--- config.mk ---
export PLATFORM = sky130hd
export DESIGN_NAME = pb_byte_asm
export DESIGN_NICKNAME = d
export VERILOG_FILES = /design/src/rtl/pb_pkg.sv /design/src/rtl/pb_seq.sv /design/src/rtl/pb_fifo.sv /design/src/rtl/pb_drain.sv /design/src/rtl/pb_byte_asm.sv
export SDC_FILE = /design/constraint.sdc
export NUM_CORES = 1
export LEC_CHECK = 0
export CAP_MARGIN = 20
export CORE_MARGIN = 2
export CORE_UTILIZATION = 60
export CTS_CLUSTER_SIZE = 20
export DETAILED_ROUTE_END_ITERATION = 7
export PLACE_DENSITY_LB_ADDON = 0.05
export SETUP_SLACK_MARGIN = 0.1
export SYNTH_ARGS = -nofsm -noshare
export SYNTH_HDL_FRONTEND = slang
export SYNTH_SLANG_ARGS = --single-unit
--- constraint.sdc ---
create_clock -name clk -period 5.1 [get_ports clk]
set_input_delay 1.02 -clock clk [delete_from_list [all_inputs] [get_ports clk]]
set_output_delay 1.02 -clock clk [all_outputs]
set_load 0.005 [all_outputs]
--- src/rtl/pb_pkg.sv ---
// Shared widths, the sample pair type and the 8-to-16-bit widening rule.
// Assumes a byte width of at least 2 bits.
package pb_pkg;
    parameter int PB_BYTE_W = 8;
    localparam int PB_SMP_W = 2 * PB_BYTE_W;

    typedef logic [PB_SMP_W-1:0] pb_smp_t;

    typedef struct packed {
        pb_smp_t left;
        pb_smp_t right;
    } pb_pair_t;

    // Unsigned byte to signed 16-bit: flip the MSB, left-justify.
    function automatic pb_smp_t pb_widen(input logic [PB_BYTE_W-1:0] b);
        return {~b[PB_BYTE_W-1], b[PB_BYTE_W-2:0], {PB_BYTE_W{1'b0}}};
    endfunction
endpackage

--- src/rtl/pb_seq.sv ---
// Byte sequencer: tracks which byte of which channel comes next, collects
// bytes and emits one push with a complete left/right pair.
// Assumes take is only asserted when the FIFO can accept a push.
module pb_seq
    import pb_pkg::*;
(
    input  logic                 clk,
    input  logic                 rst_n,
    input  logic                 en,
    input  logic                 stereo,
    input  logic                 wide,
    input  logic                 take,
    input  logic [PB_BYTE_W-1:0] byte_i,
    output logic                 push,
    output pb_pair_t             pair_o,
    output logic                 upper,
    output logic                 right
);
    logic [1:0]           idx;
    logic [1:0]           last;
    logic [1:0]           fmt_q;
    logic                 fmt_chg;
    logic [PB_BYTE_W-1:0] lo_q;
    pb_smp_t              left_q;
    pb_smp_t              val;

    // Position decode and sample value for the byte now on the bus.
    always_comb begin
        last        = {stereo & wide, stereo | wide};
        fmt_chg     = (fmt_q != {stereo, wide});
        upper       = ~wide | idx[0];
        right       = stereo & (wide ? idx[1] : idx[0]);
        val         = wide ? {byte_i, lo_q} : pb_widen(byte_i);
        push        = take & ~fmt_chg & (idx == last);
        pair_o.left = stereo ? left_q : val;
        pair_o.right = val;
    end

    // Advance the byte position and hold partial bytes and the left sample.
    always_ff @(posedge clk) begin
        if (!rst_n) begin
            idx    <= '0;
            fmt_q  <= '0;
            lo_q   <= '0;
            left_q <= '0;
        end else begin
            fmt_q <= {stereo, wide};
            if (!en || fmt_chg) begin
                idx <= '0;
            end else if (take) begin
                if (!upper)
                    lo_q <= byte_i;
                if (upper && !right)
                    left_q <= val;
                idx <= (idx == last) ? 2'd0 : idx + 2'd1;
            end
        end
    end

    p_idx_le_last_r4: assert property (@(posedge clk) disable iff (!rst_n)
        en && !fmt_chg |-> idx <= last);
    p_push_on_upper_r6: assert property (@(posedge clk) disable iff (!rst_n)
        push |-> upper);
endmodule

--- src/rtl/pb_fifo.sv ---
// Pair FIFO: DEPTH entries, first-word read data shown while not empty.
// Assumes DEPTH is a power of two and callers never push when full
// or pop when empty.
module pb_fifo #(
    parameter int W     = 32,
    parameter int DEPTH = 16
) (
    input  logic         clk,
    input  logic         rst_n,
    input  logic         push,
    input  logic [W-1:0] wdata,
    input  logic         pop,
    output logic [W-1:0] rdata,
    output logic         full,
    output logic         empty
);
    localparam int AW = $clog2(DEPTH);
    localparam int CW = AW + 1;

    logic [W-1:0]  mem [DEPTH];
    logic [AW-1:0] wp;
    logic [AW-1:0] rp;
    logic [CW-1:0] cnt;

    // Flags and head-of-queue data.
    always_comb begin
        full  = (cnt == CW'(DEPTH));
        empty = (cnt == '0);
        rdata = mem[rp];
    end

    // Storage write; no reset needed on the data array.
    always_ff @(posedge clk) begin
        if (push)
            mem[wp] <= wdata;
    end

    // Pointer and occupancy bookkeeping.
    always_ff @(posedge clk) begin
        if (!rst_n) begin
            wp  <= '0;
            rp  <= '0;
            cnt <= '0;
        end else begin
            if (push)
                wp <= wp + AW'(1);
            if (pop)
                rp <= rp + AW'(1);
            if (push && !pop)
                cnt <= cnt + CW'(1);
            else if (pop && !push)
                cnt <= cnt - CW'(1);
        end
    end

    p_no_overflow_r8: assert property (@(posedge clk) disable iff (!rst_n)
        push |-> !full);
    p_no_underflow_r9: assert property (@(posedge clk) disable iff (!rst_n)
        pop |-> !empty);
    p_count_step_r8: assert property (@(posedge clk) disable iff (!rst_n)
        push && !pop |=> cnt == $past(cnt) + CW'(1));
endmodule

--- src/rtl/pb_drain.sv ---
// Drain stage: on each sample strobe, load the next pair or, if none is
// queued, keep the last pair and raise the sticky underrun flag.
// Assumes clr is a single-clock pulse from a host write-one access.
module pb_drain
    import pb_pkg::*;
(
    input  logic     clk,
    input  logic     rst_n,
    input  logic     en,
    input  logic     tick,
    input  logic     clr,
    input  logic     empty,
    input  pb_pair_t head,
    output logic     pop,
    output pb_pair_t cur,
    output logic     unr
);
    // Pop only when a pair is waiting.
    always_comb pop = tick & ~empty;

    // Output register: replaced on pop, otherwise held.
    always_ff @(posedge clk) begin
        if (!rst_n)
            cur <= '0;
        else if (pop)
            cur <= head;
    end

    // Sticky underrun: a new event beats a simultaneous clear.
    always_ff @(posedge clk) begin
        if (!rst_n)
            unr <= 1'b0;
        else if (tick && empty && en)
            unr <= 1'b1;
        else if (clr)
            unr <= 1'b0;
    end

    p_hold_on_empty_r10: assert property (@(posedge clk) disable iff (!rst_n)
        tick && empty |=> $stable(cur));
    p_unr_sticky_r10: assert property (@(posedge clk) disable iff (!rst_n)
        unr && !clr |=> unr);
endmodule

--- src/rtl/pb_byte_asm.sv ---
// Top: qualifies host write strobes, drives the DMA request and status
// bits, and joins the sequencer, the pair FIFO and the drain stage.
// Assumes host strobes are already synchronous to clk.
module pb_byte_asm
    import pb_pkg::*;
#(
    parameter int DEPTH = 16
) (
    input  logic                 clk,
    input  logic                 rst_n,
    input  logic                 cfg_play_en,
    input  logic                 cfg_pio_mode,
    input  logic                 cfg_stereo,
    input  logic                 cfg_wide,
    input  logic                 host_wr,
    input  logic                 host_pio_sel,
    input  logic                 dma_ack,
    input  logic [PB_BYTE_W-1:0] host_data,
    output logic                 dma_req,
    output logic                 st_upper,
    output logic                 st_right,
    output logic                 st_ready,
    input  logic                 unr_clr,
    input  logic                 smp_tick,
    output logic                 st_underrun,
    output logic [PB_SMP_W-1:0]  smp_left,
    output logic [PB_SMP_W-1:0]  smp_right
);
    localparam int PAIR_W = 2 * PB_SMP_W;

    logic     wr_q;
    logic     take;
    logic     push;
    logic     pop;
    logic     full;
    logic     empty;
    pb_pair_t pair_in;
    pb_pair_t head;
    pb_pair_t cur;

    // Remember the strobe level so only its rising edge counts.
    always_ff @(posedge clk) begin
        if (!rst_n)
            wr_q <= 1'b0;
        else
            wr_q <= host_wr;
    end

    // Transfer qualification, request and ready status.
    always_comb begin
        st_ready  = cfg_play_en & ~full;
        dma_req   = st_ready & ~cfg_pio_mode;
        take      = host_wr & ~wr_q & st_ready &
                    (cfg_pio_mode ? host_pio_sel : dma_ack);
        smp_left  = cur.left;
        smp_right = cur.right;
    end

    pb_seq u_seq (
        .clk    (clk),
        .rst_n  (rst_n),
        .en     (cfg_play_en),
        .stereo (cfg_stereo),
        .wide   (cfg_wide),
        .take   (take),
        .byte_i (host_data),
        .push   (push),
        .pair_o (pair_in),
        .upper  (st_upper),
        .right  (st_right)
    );

    pb_fifo #(.W(PAIR_W), .DEPTH(DEPTH)) u_fifo (
        .clk   (clk),
        .rst_n (rst_n),
        .push  (push),
        .wdata (pair_in),
        .pop   (pop),
        .rdata (head),
        .full  (full),
        .empty (empty)
    );

    pb_drain u_drain (
        .clk   (clk),
        .rst_n (rst_n),
        .en    (cfg_play_en),
        .tick  (smp_tick),
        .clr   (unr_clr),
        .empty (empty),
        .head  (head),
        .pop   (pop),
        .cur   (cur),
        .unr   (st_underrun)
    );
endmodule

==> summary.log, run 1 <==
qor: grt.all_layer_gr_usage 26.04%
qor: synth.synthesis.instances 1,123
qor: synth.synth_largest_area_cell edfxtp_1
qor: final_layout.instances_no_fill 1,772
qor: sta.finalSetupViolations 0
qor: placement.placedCellCount 1,666
qor: power.combinationalPowerShare 13.4%
qor: setup_path.r2r_end u_fifo.cnt[4]
qor: synth.synth_most_common_cell edfxtp_1
qor: synth.avgSynthCellArea 20.17 um^2
qor: clocking.clkSinkCount 587
qor: detailed_routing.final_antenna_net_count 0
qor: power.finalPower 0.01118 W
qor: final_layout.total_inserted_antenna_cells 0
qor: placement.detailedPlace.worstSlack 621.1 ps
qor: grt.grt_first_pass_wirelength 73,140 um
qor: worst_hold_path.hold_depth 2
qor: synth.post_synth_main_area_contributors edfxtp_1 (68%), mux4_2 (13%), dfxtp_1 (6.6%)
qor: detailed_routing.routed_wirelength 48,730 um
qor: sta.hold_viol 0
qor: clocking.cts_repair_resize_count 0
qor: sta.finalWorstSetupSlack 1203 ps
qor: power.power_density 432.2 nW/um^2
qor: placement.portBuffers 55
qor: floorplan.core_region_area 37,400 um^2
qor: detailed_routing.number_of_violations_reported_at_the_end_of_detailed_routing_iteration_0 849
qor: setup_path.critical_path.startpoint_type primary input
qor: sta.setup_tns 0 ps
qor: grt.gr-usage-met2 43.73%
qor: floorplan.die_area 39,310 um^2
qor: status.outcome finished, final reports clean
qor: grt.first_global_vias 11,456
qor: setup_path.worst_ep_required_time 4080 ps
qor: grt.pin_count_of_the_biggest_net_entering_global_routing 83
qor: synth.synth-warning-count 0
qor: synth.synth_edf_count 512
qor: detailed_routing.detailed_route_vias_per_instance 6.230
qor: sta.fmaxAchievable 256.6 MHz
qor: placement.area_post_placement 23,980 um^2
qor: detailed_routing.routedWlPerCell 27.50 um
qor: synth.ys_async_sr_fraction 0%
qor: sta.timing.final.max_slew_violations 0
qor: floorplan.std_cell_rows 71
qor: setup_path.crit_path_max_incr_delay 950 ps
qor: detailed_routing.route.detailed.drc 0
qor: power.p_seq_share 49.2%
qor: synth.synth_area 22,650 um^2
qor: synth.synth.yosys.seq_area_share 74.52%
qor: clocking.cts-root-buf clkbuf_16
qor: sta.grt_setup_unrepaired no
qor: setup_path.timing.critical_path.slowest_stage_cell clkdlybuf4s50_1
qor: final_layout.drive_gt1_share 23.71%
qor: grt.grt_antenna_before_repair 0
qor: setup_path.critical_path_buf_inv_count 2
qor: setup_path.r2r.worst_path.cells 11
qor: synth.synth_top_area_share 67.89%
qor: setup_path.timing_worst_setup_path_type primary input to output port
qor: worst_hold_path.worst_hold_startpoint u_seq.left_q[15]
qor: power.power.share.clock 37.4%
qor: setup_path.critPathTopFamily buffers and inverters
qor: synth.synth_cell_types 42
qor: clocking.tritoncts_clock_tree built
qor: floorplan.die_h 198.3 um
qor: clocking.skew_pair_late_insertion_delay 600 ps
qor: sta.timing.final.crit_period 3897 ps
qor: power.internal-power 0.008556 W
qor: synth.synth.ff_latch_count 587
qor: power.static-leakage-power 8.345 nW
qor: synth.synth_nets 1,152
qor: final_layout.fin_area 25,870 um^2
qor: sta.period_share 76.41%
qor: clocking.clk_pin_slew 60 ps
qor: setup_path.critical_path_arrival 2880 ps
qor: clocking.cts_buffer_depth 3
qor: worst_hold_path.type_of_the_worst_min_delay_path flop to flop
qor: grt.grt.overflow.total 0
qor: final_layout.syn2layout_area_growth 14.23%
qor: final_layout.finalNetCount 1,242
qor: placement.dp_hpwl 28,040 um
qor: grt.grt_util_met1 35.74%
qor: setup_path.r2r_start u_fifo.cnt[0]
qor: grt.most_crowded_layer_gr met2
qor: synth.netlist_top_cells_count edfxtp_1 (512), mux4_2 (128), mux2i_1 (98), dfxtp_1 (75), nand2_1 (52)
qor: sta.timing.max_slew.rel_slack 33.34%
qor: setup_path.cell_repeated_most_along_the_worst_path clkdlybuf4s50_1
qor: detailed_routing.num_vias 11,039
qor: floorplan.ports 56
qor: setup_path.ff2ff_setup_slack 2000 ps
qor: setup_path.path_cells clkdlybuf4s50_1 > mux2i_1 > nor2b_1 > clkdlybuf4s50_1
qor: job.max_cap_violations 0
qor: sta.fin_worst_skew 14.69 ps
qor: clocking.htreeDepth 2
qor: placement.placer_congestion_estimate 0.8058
qor: clocking.post_cts_buffers 0
qor: setup_path.crit_path_end_kind output port
qor: sta.tightest_slew 999.8 ps
qor: grt.grt_use_met3 4.139%
qor: power.swShare 23.47%
qor: power.power.ir.vdd_worst 328.5 uV
qor: floorplan.die_width 198.3 um
qor: power.switching_power_of_the_nets 0.002625 W
qor: floorplan.start_util 60.55%
qor: detailed_routing.drt_pass1_iterations 5
qor: setup_path.maximum_fanout_encountered_on_the_critical_timing_path 17
qor: clocking.tritoncts.num_buffers 56
qor: synth.synth_top_flop_cell edfxtp_1
qor: worst_hold_path.hold_path_end u_seq.left_q[15]
qor: clocking.postCtsHoldBufs 0
==> power by group through the flow <==
stage | Sequential (W) | Combinational (W) | Clock (W)
6_report | 0.00550 | 0.00149 | 0.00419
5_1_grt | 0.00553 | 0.00161 | 0.00444
4_1_cts | 0.00551 | 0.00152 | 0.00426
3_5_place_dp | 0.00561 | 0.00151 | 0
3_3_place_gp | 0.00561 | 0.00150 | 0
2_1_floorplan | 0.00547 | 0.00106 | 0
==> flip-flops by register name, summed over array words and instances, names as in the netlist <==
signal and flops:
u_drain.cur 32, u_drain.unr 1, u_fifo.cnt 5, u_fifo.mem 512, u_fifo.rp 4, u_fifo.wp 4, u_seq.fmt_q 2, u_seq.idx 2
u_seq.left_q 16, u_seq.lo_q 8, wr_q 1
==> cells in the final DEF (no fill, tap or decap), types with 4 or more instances in the layout <==
master / n
a21oi_1: 4
and2_1: 19
and2_2: 4
and3_2: 12
buf_12: 5
buf_4: 40
bufinv_16: 6
clkbuf_1: 14
clkbuf_16: 57
clkbuf_8: 6
clkdlybuf4s50_1: 54
clkinv_1: 5
clkinv_2: 9
clkinvlp_4: 5
dfxtp_1: 72
edfxtp_1: 512
ha_1: 9
inv_1: 6
mux2_2: 16
mux2i_1: 98
mux4_2: 128
nand2_1: 52
nand2b_1: 4
nand3_1: 36
nor2b_1: 8
o221ai_1: 32
xnor2_1: 8
==> logic make-up after synthesis <==
group,after synthesis,synth area share (%)
flip-flops,587,74.52
AO/OA/AOI/OAI,51,1.851
AND/OR/NAND/NOR,150,3.404
buffers and inverters,73,1.392
XOR/XNOR,10,0.3868
multiplexers,242,17.86
adder cells (fa/ha/maj),10,0.5857
==> cell type report <==
class,count,area [um^2]
Tap cell,511,639.4
Fill cell,2352,11530
Inverter,6,22.52
Clock inverter,29,324.1
Clock buffer,77,1562
Multi-Input combinational cell,463,5492
Sequential cell,587,16890
Timing Repair Buffer,99,940.9
==> worst max-delay path by stage <==
stage | end | cells past startpoint | start | slack (ps)
after global placement | u_fifo.cnt[4] | 12 | cfg_wide | 720
after floorplan | u_fifo.cnt[4] | 12 | cfg_wide | 1510
after CTS | st_right | 4 | cfg_wide | 1160
after detailed placement | u_fifo.cnt[4] | 12 | cfg_wide | 620
final | st_right | 4 | cfg_wide | 1200
after global routing | u_fifo.cnt[4] | 12 | cfg_wide | 990
==> per-stage QoR <==
stage          util (%)  hold slack (ps)
3_3_place_gp      64.12            440.6
6_report          69.16            458.8
4_1_cts           69.16            459.7
2_1_floorplan         -            433.4
5_1_grt           69.16            479.6
3_5_place_dp      64.12            450.4
==> routing by layer <==
metal	vias to the layer above	routed length [um]
li1	4781	-
met1	5849	20130
met2	332	24850
met3	77	2483
met4	0	1268
met5	-	0
==> tightest hold or removal path, stage by stage, from the launching register on <==
cell	delay (ps)
dfxtp_1	310
nand2_1	50
mux2i_1	50
No activity file was read; power rests on OpenSTA's default activity.
==> run 2, diff against run 1 <==
==> constraint.sdc (replaced) <==
create_clock -name clk -period 3.6 [get_ports clk]
set_input_delay 0.72 -clock clk [delete_from_list [all_inputs] [get_ports clk]]
set_output_delay 0.72 -clock clk [all_outputs]
set_load 0.005 [all_outputs]
==> summary.log, run 2 (synthesis results as in run 1) <==
qor: clocking.cts_buffer_depth 3
qor: sta.finalSetupViolations 0
qor: final_layout.drive_gt1_share 24.92%
qor: final_layout.finalNetCount 1,269
qor: grt.all_layer_gr_usage 26.39%
qor: floorplan.die_area 39,310 um^2
qor: floorplan.die_width 198.3 um
qor: setup_path.crit_path_max_incr_delay 590 ps
qor: setup_path.critical_path.startpoint_type primary input
qor: worst_hold_path.type_of_the_worst_min_delay_path flop to flop
qor: clocking.skew_pair_late_insertion_delay 600 ps
qor: power.static-leakage-power 8.501 nW
qor: power.power_density 593.6 nW/um^2
qor: status.outcome finished, final reports clean
qor: clocking.htreeDepth 2
qor: setup_path.timing.critical_path.slowest_stage_cell clkdlybuf4s50_1
qor: final_layout.filler_cell_count 2,359
qor: detailed_routing.detailed_route_vias_per_instance 6.248
qor: floorplan.die_h 198.3 um
qor: final_layout.max_flop_register u_fifo.mem
qor: detailed_routing.number_of_violations_reported_at_the_end_of_detailed_routing_iteration_0 918
qor: final_layout.reg.largest.list u_fifo.mem x512, u_drain.cur x32, u_seq.left_q x16
qor: placement.placer_congestion_estimate 0.7677
qor: sta.timing.max_slew.rel_slack 34.44%
qor: sta.grt_setup_unrepaired no
qor: grt.grt.overflow.total 0
qor: placement.area_post_placement 24,430 um^2
qor: clocking.post_cts_buffers 0
qor: final_layout.mostFrequentLayoutCell edfxtp_1
qor: setup_path.worst_ep_required_time 2880 ps
qor: final_layout.fin_area 26,190 um^2
qor: clocking.tritoncts.num_buffers 56
qor: setup_path.path_cells clkdlybuf4s50_1 > buf_4 > nor2b_1 > clkdlybuf4s50_1
qor: grt.pin_count_of_the_biggest_net_entering_global_routing 81
qor: detailed_routing.routed_wirelength 49,560 um
qor: clocking.cts_repair_resize_count 0
qor: sta.fmaxAchievable 317.1 MHz
qor: clocking.postCtsHoldBufs 0
qor: setup_path.maximum_fanout_encountered_on_the_critical_timing_path 18
qor: sta.period_share 87.59%
qor: final_layout.layout_common_cells edfxtp_1 (512), mux4_2 (128), mux2i_1 (98)
qor: sta.fin_worst_skew 16.34 ps
qor: setup_path.crit_path_end_kind output port
qor: grt.grt_antenna_before_repair 0
qor: detailed_routing.routedWlPerCell 27.55 um
qor: sta.hold_viol 0
qor: detailed_routing.final_antenna_net_count 0
qor: setup_path.critical_path_arrival 2430 ps
qor: placement.dp_hpwl 27,990 um
qor: placement.portBuffers 55
qor: sta.timing.final.crit_period 3153 ps
qor: clocking.clk_pin_slew 60 ps
qor: clocking.clkSinkCount 587
qor: floorplan.core_region_area 37,400 um^2
qor: power.power.ir.vdd_worst 421.8 uV
qor: grt.first_global_vias 11,486
qor: detailed_routing.route.detailed.drc 0
qor: floorplan.ports 56
qor: final_layout.syn2layout_area_growth 15.67%
qor: final_layout.largest_register_ff_count 512
qor: setup_path.timing_worst_setup_path_type primary input to output port
qor: floorplan.start_util 60.55%
qor: clocking.tritoncts_clock_tree built
qor: clocking.cts-root-buf clkbuf_16
qor: detailed_routing.drt_pass1_iterations 5
qor: final_layout.total_inserted_antenna_cells 0
qor: sta.timing.final.max_slew_violations 0
qor: sta.tightest_slew 982.9 ps
qor: final_layout.post-route-util 70.04%
qor: grt.grt_first_pass_wirelength 73,240 um
qor: job.max_cap_violations 0
qor: floorplan.std_cell_rows 71
qor: setup_path.cell_repeated_most_along_the_worst_path clkdlybuf4s50_1
qor: detailed_routing.num_vias 11,241
-- run 2: changes by cell type in the layout (fill, tap and decap cells not counted), moves of 2 or more --
cell	previous run	this run
clkinv_2	9	15
clkinv_1	5	11
clkinvlp_4	5	0
clkbuf_8	6	4
buf_12	5	25
buf_4	40	47
bufinv_16	6	3
-- run 2: layout make-up --
type / count / area (um^2) / share of cell area (%)
Inverter: 6 / 22.52 / 0.08598
Clock inverter: 32 / 229.0 / 0.8741
Clock buffer: 74 / 1530 / 5.842
Sequential cell: 587 / 16890 / 64.47
Timing Repair Buffer: 126 / 1394 / 5.321
Multi-Input combinational cell: 463 / 5492 / 20.96
Tap cell: 511 / 639.4 / 2.441
-- run 2: through the flow --
step	setup WS, ps	setup TNS, ps	hold WS [ps]	power (W)	std cells
global route	331.7	0	478.2	0.01610	1799
global placement	70.81	0	440.7	0.01009	1693
detailed placement	-22.40	-22.40	450.2	0.01011	1693
finish	446.7	0	457.3	0.01555	1799
floorplan	315.0	0	433.4	0.009256	1123
CTS	453.9	0	458.6	0.01571	1799
-- run 2: critical path: cells and delay by family --
kind	cells	cell delay (ps)
buf+inv	3	1450
simple gates	1	250
-- run 2: path summary, 6_finish.rpt --
kind | start | end | slack (ps) | depth (start not counted)
setup / recovery | cfg_stereo | st_right | 450 | 4
hold / removal | u_seq.lo_q[3] | u_seq.lo_q[3] | 460 | 2
setup reg to reg | u_fifo.cnt[0] | u_fifo.cnt[4] | 740 | 10
hold reg to reg | u_seq.lo_q[3] | u_seq.lo_q[3] | 460 | 2
-- run 2: report_power, final --
group / internal [W] / leakage [nW] / total, W / switching, W
Clock: 0.00320 / 0.874 / 0.00562 / 0.00242
Combinational: 0.00117 / 2.28 / 0.00221 / 0.00103
Sequential: 0.00751 / 5.34 / 0.00772 / 0.000211
-- run 2: layer usage --
metal | global-route usage [%] | up-vias | wire [um]
met4 | 8.939 | 0 | 1389
met5 | 0 | - | 0
met1 | 37.06 | 5958 | 20680
met2 | 43.53 | 357 | 24700
li1 | - | 4842 | -
met3 | 3.407 | 84 | 2789
==> run 3, diff against run 2 <==
--- a/config.mk
+++ b/config.mk
@@ -5,12 +5,13 @@
 export SDC_FILE = /design/constraint.sdc
 export NUM_CORES = 1
 export LEC_CHECK = 0
+export ABC_AREA = 0
 export CAP_MARGIN = 20
 export CORE_MARGIN = 2
 export CORE_UTILIZATION = 60
 export CTS_CLUSTER_SIZE = 20
 export DETAILED_ROUTE_END_ITERATION = 7
-export PLACE_DENSITY_LB_ADDON = 0.05
+export PLACE_DENSITY = 0.82
 export SETUP_SLACK_MARGIN = 0.1
 export SYNTH_ARGS = -nofsm -noshare
 export SYNTH_HDL_FRONTEND = slang
==> summary.log, run 3 (synthesis results as in run 1) <==
qor: final_layout.multi_input_comb_area 5492 um^2
qor: power.switching_power_of_the_nets 0.003684 W
qor: grt.grt_first_pass_wirelength 74,530 um
qor: sta.timing.final.max_slew_violations 0
qor: sta.timing.max_slew.rel_slack 48.34%
qor: worst_hold_path.type_of_the_worst_min_delay_path flop to flop
qor: power.internal-power 0.01219 W
qor: final_layout.mostFrequentLayoutCell edfxtp_1
qor: detailed_routing.number_of_violations_reported_at_the_end_of_detailed_routing_iteration_0 1,105
qor: final_layout.total_inserted_antenna_cells 0
qor: detailed_routing.routed_wirelength 49,780 um
qor: job.max_cap_violations 0
qor: final_layout.reg.largest.list u_fifo.mem x512, u_drain.cur x32, u_seq.left_q x16
qor: sta.hold_viol 0
qor: clocking.cts-root-buf clkbuf_16
qor: final_layout.drive_gt1_share 24.20%
qor: detailed_routing.num_vias 11,426
qor: sta.fmaxAchievable 293.7 MHz
qor: sta.period_share 94.57%
qor: grt.grt_antenna_before_repair 0
qor: grt.first_global_vias 11,959
qor: final_layout.finalNetCount 1,260
qor: setup_path.timing_worst_setup_path_type primary input to output port
qor: sta.tightest_slew 772.5 ps
qor: sta.setup_tns 0 ps
qor: power.combinationalPowerShare 13.6%
qor: status.outcome finished, final reports clean
qor: final_layout.largest_register_ff_count 512
qor: floorplan.die_width 198.3 um
qor: final_layout.syn2layout_area_growth 15.21%
qor: detailed_routing.route.detailed.drc 0
qor: clocking.cts_buffer_depth 3
qor: placement.portBuffers 55
qor: clocking.tritoncts_clock_tree built
qor: floorplan.std_cell_rows 71
qor: clocking.clkSinkCount 587
qor: floorplan.start_util 60.55%
qor: floorplan.die_area 39,310 um^2
qor: sta.timing.final.crit_period 3405 ps
qor: grt.grt.overflow.total 0
qor: detailed_routing.routedWlPerCell 27.84 um
qor: setup_path.maximum_fanout_encountered_on_the_critical_timing_path 18
qor: setup_path.crit_path_end_kind output port
qor: setup_path.critical_path_arrival 2680 ps
qor: grt.pin_count_of_the_biggest_net_entering_global_routing 61
qor: placement.dp_hpwl 27,140 um
qor: clocking.skew_pair_late_insertion_delay 580 ps
qor: power.swShare 23.20%
qor: final_layout.fin_area 26,090 um^2
qor: clocking.postCtsHoldBufs 0
qor: power.power.ir.vdd_worst 490.4 uV
qor: floorplan.die_h 198.3 um
qor: clocking.htreeDepth 2
qor: final_layout.layout_common_cells edfxtp_1 (512), mux4_2 (128), mux2i_1 (98)
qor: placement.area_post_placement 24,200 um^2
qor: power.static-leakage-power 8.465 nW
qor: power.power.share.clock 37.5%
qor: detailed_routing.drt_pass1_iterations 5
qor: power.power_density 608.6 nW/um^2
qor: detailed_routing.detailed_route_vias_per_instance 6.390
qor: placement.placer_congestion_estimate 0.8132
qor: final_layout.max_flop_register u_fifo.mem
qor: clocking.post_cts_buffers 0
qor: setup_path.worst_ep_required_time 2880 ps
qor: grt.all_layer_gr_usage 26.20%
qor: clocking.cts_repair_resize_count 0
qor: final_layout.sequential_cell_area 16,890 um^2
qor: clocking.clk_pin_slew 60 ps
qor: floorplan.core_region_area 37,400 um^2
qor: detailed_routing.final_antenna_net_count 0
qor: sta.finalSetupViolations 0
qor: sta.grt_setup_unrepaired no
qor: floorplan.ports 56
qor: sta.fin_worst_skew 13.87 ps
qor: clocking.tritoncts.num_buffers 57
qor: setup_path.critical_path.startpoint_type primary input
qor: power.p_seq_share 48.8%
qor: final_layout.filler_cell_count 2,193
run 3: changes by cell type in the layout (fill, tap and decap cells not counted):
cell	delta
clkinv_1	-3
clkinv_8	+1
clkbuf_1	+3
buf_12	-13
clkinvlp_2	-1
bufinv_16	+2
or3b_2	-1
clkbuf_8	+4
or3b_1	+1
buf_4	+3
clkinvlp_4	+1
clkbuf_16	+2
clkinv_2	-10
run 3: path summary, 6_finish.rpt:
path,startpoint,to,slack [ps],cells past startpoint
hold / removal,u_seq.lo_q[4],u_seq.lo_q[4],460,2
setup / recovery,cfg_stereo,st_right,200,4
setup reg to reg,u_fifo.cnt[0],u_fifo.cnt[4],710,10
hold reg to reg,u_seq.lo_q[4],u_seq.lo_q[4],460,2
run 3: per-stage QoR:
step | hold slack (ps) | setup WS (ps) | power (W) | instances | util [%]
after detailed placement | 450.9 | -15.57 | 0.01007 | 1683 | 64.70
after global placement | 441.2 | 50.90 | 0.01002 | 1683 | 64.70
final | 457.6 | 195.5 | 0.01588 | 1788 | 69.76
after floorplan | 433.4 | 315.0 | 0.009256 | 1123 | -
after CTS | 458.8 | 207.0 | 0.01597 | 1788 | 69.76
after global routing | 475.0 | 149.6 | 0.01635 | 1788 | 69.76
run 3: critical path, stage by stage:
cell and delay (ps):
clkdlybuf4s50_1 600, buf_4 340, nor2b_1 420, clkdlybuf4s50_1 600
run 3: final cells by class:
type                            instances  area share [%]
Multi-Input combinational cell        463           21.05
Clock inverter                         22          0.9448
Sequential cell                       587           64.73
Timing Repair Buffer                  116           4.431
Inverter                                6         0.08632
Tap cell                              511           2.451
Clock buffer                           83           6.311
run 3: power by group through the flow:
stage | logic [W] | registers [W] | clock network, W
2_1_floorplan | 0.00150 | 0.00775 | 0
3_3_place_gp | 0.00212 | 0.00790 | 0
3_5_place_dp | 0.00217 | 0.00790 | 0
4_1_cts | 0.00219 | 0.00776 | 0.00602
5_1_grt | 0.00232 | 0.00778 | 0.00625
6_report | 0.00216 | 0.00776 | 0.00596
run 3: layer usage:
metal | share of wire (%) | GRT usage (%) | up-vias | routed length, um
li1 | - | - | 4805 | -
met1 | 38 | 34.41 | 5960 | 18970
met2 | 51 | 45.11 | 550 | 25550
met3 | 7.0 | 3.560 | 111 | 3467
met4 | 3.6 | 9.969 | 0 | 1792
met5 | 0 | 0 | - | 0
